==> src/rtl/copro_accel_wrap.sv <==
module copro_accel_wrap #(
  parameter int NUM_IN = 2,
  parameter int NUM_OUT = 2,
  parameter logic [3:0] UNIT_ID = 4'd5
) (
  input  logic                    clk,
  input  logic                    rst,
  input  logic                    stall,
  input  logic [3:0]              cp_unit,
  input  logic [3:0]              cp_reg,
  input  logic [1:0]              cp_op,
  input  logic [31:0]             cp_wdata,
  output logic [31:0]             cp_rdata,
  output logic                    acc_start,
  output logic [31:0]             acc_opts,
  output logic [NUM_IN*32-1:0]    acc_in_flat,
  input  logic                    acc_ready,
  input  logic [NUM_OUT*32-1:0]   acc_out_flat
);
  localparam int W = 32;
  localparam logic [3:0] CTL_REG = 4'd15;
  localparam logic [1:0] OP_RD = 2'd1;
  localparam logic [1:0] OP_WR = 2'd2;

  logic [NUM_IN-1:0][W-1:0]  in_buf;
  logic [NUM_OUT-1:0][W-1:0] out_buf;
  logic poll;
  logic [W-1:0] rd_val;

  wire accept = !stall && (cp_unit == UNIT_ID);
  wire wr     = accept && (cp_op == OP_WR);
  wire rd     = accept && (cp_op == OP_RD);
  wire wr_ctl = wr && (cp_reg == CTL_REG);

  assign acc_in_flat = in_buf;

  for (genvar gi = 0; gi < NUM_IN; gi++) begin : g_in
    always_ff @(posedge clk)
      if (rst) in_buf[gi] <= '0;
      else if (wr && cp_reg == 4'(gi)) in_buf[gi] <= cp_wdata;
  end

  for (genvar go = 0; go < NUM_OUT; go++) begin : g_out
    always_ff @(posedge clk)
      if (rst) out_buf[go] <= '0;
      else if (acc_ready) out_buf[go] <= acc_out_flat[go*W +: W];
  end

  always_ff @(posedge clk) begin
    if (rst) begin
      acc_opts  <= '0;
      acc_start <= 1'b0;
      poll      <= 1'b0;
    end else begin
      acc_start <= wr_ctl;
      if (wr_ctl) acc_opts <= cp_wdata;
      if (wr_ctl) poll <= 1'b0;
      else if (acc_ready) poll <= 1'b1;
    end
  end

  always_comb begin
    rd_val = '0;
    if (cp_reg == CTL_REG) rd_val = {{(W-1){1'b0}}, poll};
    for (int k = 0; k < NUM_OUT; k++)
      if (cp_reg == 4'(k)) rd_val = out_buf[k];
  end

  assign cp_rdata = rd ? rd_val : '0;

  AST_RDATA_IDLE: assert property (@(posedge clk) disable iff (rst)
    (cp_op != OP_RD) |-> (cp_rdata == '0));
  AST_OPTS_WITH_START: assert property (@(posedge clk) disable iff (rst)
    !$stable(acc_opts) |-> acc_start);
  AST_START_CLEARS_POLL: assert property (@(posedge clk) disable iff (rst)
    acc_start |-> !poll);
  AST_READY_SETS_POLL: assert property (@(posedge clk) disable iff (rst)
    (acc_ready && !wr_ctl) |=> poll);
  AST_STALL_NO_START: assert property (@(posedge clk) disable iff (rst)
    stall |=> !acc_start);
  AST_UNIT_NO_START: assert property (@(posedge clk) disable iff (rst)
    (cp_unit != UNIT_ID) |=> !acc_start);
  AST_RESET_CLEARS: assert property (@(posedge clk)
    rst |=> (!acc_start && !poll && acc_opts == '0));
endmodule

==> config.mk <==
export PLATFORM = sky130hd
export DESIGN_NAME = copro_accel_wrap
export DESIGN_NICKNAME = d
export VERILOG_FILES = /design/src/rtl/copro_accel_wrap.sv
export SDC_FILE = /design/constraint.sdc
export NUM_CORES = 1
export LEC_CHECK = 0
export ABC_CLOCK_PERIOD_IN_PS = 3100
export BUFFER_PORTS_ARGS = -buffer_cell sky130_fd_sc_hd__clkbuf_2
export CAP_MARGIN = 25
export CORE_UTILIZATION = 53
export DETAILED_ROUTE_END_ITERATION = 10
export GPL_TIMING_DRIVEN = 0
export PLACE_DENSITY = 0.85
export SLEW_MARGIN = 20
export SYNTH_ARGS = -nofsm -noshare
export SYNTH_HDL_FRONTEND = slang
export SYNTH_SLANG_ARGS = --single-unit
==> constraint.sdc <==
create_clock -name clk -period 3.1 [get_ports clk]
set_input_delay 0.465 -clock clk [delete_from_list [all_inputs] [get_ports clk]]
set_output_delay 0.465 -clock clk [all_outputs]
set_load 0.005 [all_outputs]
==> results.md <==
| Group | Item | Value |
|---|---|---|
| global route | Met3 global-route usage | 10.3% |
| timing | Normalized max-slew margin | 53.4% |
| detailed routing | Remaining design rule violation count | 0 |
| layout | Fill cell total of the finished layout | 967 |
| clock tree | Worst skew pair latency | 0.42 ns |
| synthesis | Dominant combinational cell family by area after synthesis | multiplexers |
| clock tree | Number of setup buffers added after CTS | 0 |
| synthesis | Share of synthesized area occupied by flip-flops and latches | 49.0% |
| synthesis | Synthesized flop and latch total | 162 |
| timing | Slew Viols, Final | 0 |
| power and ir drop | Internal power | 3600 uW |
| synthesis | XOR/XNOR Fraction of Synth Area | 0% |
| global route | Initial antenna violation count | 0 |
| timing | Setup slack after layout | 0.622 ns |
| placed design | Pre-CTS WS | 0.599 ns |
| detailed routing | Via-per-instance ratio | 5.02 |
| global route | Maximum number of pins on one net before global-route repair | 17 |
| global route | Global routing met1 resource utilization | 30.4% |
| detailed routing | Number of nets with antenna violations after routing | 0 |
| timing | Final hold vios | 0 |
| synthesis | Largest cells by area after synthesis | sky130_fd_sc_hd__dfxtp_1 (49%), sky130_fd_sc_hd__mux2i_1 (24%), sky130_fd_sc_hd__nand2b_1 (12%) |
| layout | Area growth from synthesis to layout | 30.2% |
| layout | Diode insertion count for antenna repair | 0 |
| synthesis | Cell type with the highest aggregate area in the netlist | sky130_fd_sc_hd__dfxtp_1 |
| power and ir drop | Share of total power in combinational logic | 6.3% |
| placed design | Global placer's final weighted congestion | 0.774 |
| worst setup path | Critical path class | input port to output pin |
| timing | Unrepaired setup endpoints after global routing | false |
| detailed routing | First DRT Iteration DRCs | 247 |
| detailed routing | Number of detailed-routing iterations run before antenna repair | 5 |
| clock tree | Number of H-tree levels | 4 |
| synthesis | Total of warnings raised by yosys | 0 |
| outcome | Status | complete, no violations |
| placed design | DP HPWL | 12600 um |
| power and ir drop | Maximum resistive drop on vdd | 0.000455 V |
| worst setup path | Crit path required time | 2.63 ns |
| floorplanning | Width of the die | 114 um |
| timing | Min Clock Period, post-route | 2.48 ns |
| synthesis | Count of flip-flops with a built-in enable after synthesis | 0 |
| floorplanning | Total core area | 12100 sq um |
| timing | Tightest Pin Transition | 0.699 ns |
| clock tree | TritonCTS clock tree | built |
| clock tree | Number of buffers inserted for hold repair after clock tree synthesis | 0 |
| clock tree | Post_cts resized | 0 |
| synthesis | Top_reg_cell synth | sky130_fd_sc_hd__dfxtp_1 |
| clock tree | Sink Count | 162 |
| floorplanning | Core Rows | 40 |
| synthesis | Area fraction of the dominant cell type after synthesis | 49.0% |
| synthesis | Count of different cell masters after synthesis | 26 |
| synthesis | Area of the mapped netlist | 6620 sq um |
| power and ir drop | Static leakage | 0.00422 uW |
| synthesis | Cell types with the highest counts after synthesis | sky130_fd_sc_hd__dfxtp_1 (162), sky130_fd_sc_hd__mux2i_1 (160), sky130_fd_sc_hd__nand2b_1 (128) |
| synthesis | Cell count after synthesis | 644 |
| synthesis | Multiplexer area fraction after synthesis | 24.2% |
| worst setup path | Highest fanout seen on the critical path | 10 |
| floorplanning | Die area | 12900 sq um |
| synthesis | Synthesized area per cell | 10.3 sq um |
| power and ir drop | Sequential group share of total power | 47.1% |
| synthesis | Compound-Gate Fraction of Synth Area | 3.73% |
| power and ir drop | Switching portion of total power | 21.5% |
| clock tree | Cell chosen for the clock root | sky130_fd_sc_hd__clkbuf_16 |
| global route | First-pass GRT wire length | 27000 um |
| timing | Peak clock frequency supported by timing | 0.404 GHz |
| timing | Fin Clk Skew | 0 ns |
| synthesis | Most instantiated library cell after synthesis | sky130_fd_sc_hd__dfxtp_1 |
| worst setup path | Critical Path Start Type | input port |
| synthesis | Post-synthesis simple-gate area fraction | 19.9% |
| hold path | Hold WC Path Type | input port to flip-flop |
| flow run | Count of maximum capacitance violations | 0 |
| clock tree | Clock transition at the registers of the reported paths | 0.06 ns |
| global route | Overall routing resource usage | 26.9% |
| synthesis | Adder-cell area share of the yosys netlist | 0% |
| synthesis | Post-synth ARST share | 0% |
| power and ir drop | Share of total power in the clock network | 46.6% |
| global route | Vias in the first global route | 5461 |
| layout | Proportion of layout cells with a drive suffix above 1 | 31.3% |
| global route | Global-route track usage on met2 | 47.1% |
| placed design | Number of I/O port buffers | 236 |
| power and ir drop | Pwr per Cell Area | 533 nW/um^2 |
| clock tree | Total clock buffers created by CTS | 17 |
| timing | Final total negative setup slack | 0 ns |
| worst setup path | Arrival time at the worst endpoint | 2.01 ns |
| detailed routing | Detailed-route via count | 5417 |
| synthesis | Post-synthesis net count | 754 |
| floorplanning | Top-level I/O count | 239 |
| detailed routing | WL/cell | 15.8 um |
| floorplanning | Die Ht | 114 um |
| power and ir drop | Switching power summed over all nets | 986 uW |
| worst setup path | Type of destination of the critical path | output pin |
| layout | Net count, final | 1009 |
| global route | Total congestion overflow after global routing | 0 |
| timing | Final critical-path share of the clock period | 79.9% |
| detailed routing | Total length of routed wires | 17100 um |
| global route | Peak-usage layer in the global routing report | met2 |
| floorplanning | Effective utilization at floorplan | 54.6% |
| clock tree | Clock Tree Buf Depth | 2 |
| timing | Final setup violation count | 0 |
cells by family (layout without fill, tap and decap cells):
family / Yosys count / count (layout)
simple gates: 241 / 241
flops: 162 / 162
mux: 160 / 160
buf+inv: 48 / 315
compound gates: 33 / 33
metrics by stage:
step                      cell area [sq um]  util [%]  hold WS, ns  std cells  total power [uW]
after floorplan                        6620         -        0.455        644              2370
after global placement                 8010      66.1        0.458       1048              2490
after detailed placement               8010      66.1        0.460       1048              2500
after CTS                              8610      71.1        0.270       1079              4610
after global routing                   8610      71.1        0.270       1079              4730
final                                  8610      71.1        0.285       1079              4590
metal layers:
| layer | routed length (um) | vias up |
|---|---|---|
| li1 | - | 2679 |
| met1 | 7060 | 2533 |
| met2 | 8440 | 190 |
| met3 | 1390 | 15 |
| met4 | 191 | 0 |
| met5 | 0 | - |
layout by cell type (no fill, tap or decap), types with 2 or more instances in the layout:
master	count
sky130_fd_sc_hd__mux2i_1	160
sky130_fd_sc_hd__buf_2	12
sky130_fd_sc_hd__nand2b_1	128
sky130_fd_sc_hd__dfxtp_1	162
sky130_fd_sc_hd__nand3_1	2
sky130_fd_sc_hd__bufinv_16	3
sky130_fd_sc_hd__clkinv_2	3
sky130_fd_sc_hd__buf_4	2
sky130_fd_sc_hd__a22oi_1	31
sky130_fd_sc_hd__clkinv_4	2
sky130_fd_sc_hd__clkbuf_16	17
sky130_fd_sc_hd__buf_1	3
sky130_fd_sc_hd__clkbuf_2	236
sky130_fd_sc_hd__clkbuf_1	31
sky130_fd_sc_hd__and3_1	2
sky130_fd_sc_hd__nand2_1	2
sky130_fd_sc_hd__nor2_1	97
sky130_fd_sc_hd__clkbuf_8	3
flip-flops by register name, summed over array words and instances, names as in the netlist:
register     cells
acc_start        1
acc_opts        32
acc_in_flat     64
out_buf         64
poll             1
path summary, 6_finish.rpt:
path | from | endpoint | cells after the start | slack [ns]
setup / recovery | cp_reg[3] | cp_rdata[30] | 6 | 0.62
setup reg to reg | poll | poll | 3 | 2.38
hold reg to reg | acc_in_flat[51] | acc_in_flat[51] | 2 | 0.47
hold / removal | acc_out_flat[42] | out_buf[42] | 3 | 0.28
power groups by stage:
stage | clock, uW | combinational, uW | sequential, uW
2_1_floorplan | 0 | 174 | 2200
3_3_place_gp | 0 | 285 | 2210
3_5_place_dp | 0 | 291 | 2210
4_1_cts | 2160 | 294 | 2160
5_1_grt | 2250 | 319 | 2170
6_report | 2140 | 291 | 2160
critical path: stages:
cell and delay [ns]:
sky130_fd_sc_hd__clkbuf_2 0.14, sky130_fd_sc_hd__nor4_4 0.52, sky130_fd_sc_hd__clkbuf_1 0.42, sky130_fd_sc_hd__a22oi_1 0.16, sky130_fd_sc_hd__nor2_1 0.16, sky130_fd_sc_hd__clkbuf_2 0.14
cell type report:
| cell class | instances | area [sq um] | area share, % |
|---|---|---|---|
| well taps | 168 | 210 | 2.44 |
| clock inverters | 9 | 130 | 1.51 |
| inverters | 1 | 3.75 | 0.0436 |
| repair buffers | 236 | 1180 | 13.7 |
| flip-flops and latches | 162 | 3240 | 37.7 |
| plain buffers | 47 | 206 | 2.40 |
| clock buffers | 22 | 474 | 5.51 |
| multi-input cells | 434 | 3160 | 36.7 |
(Power assumes the default switching activity.)
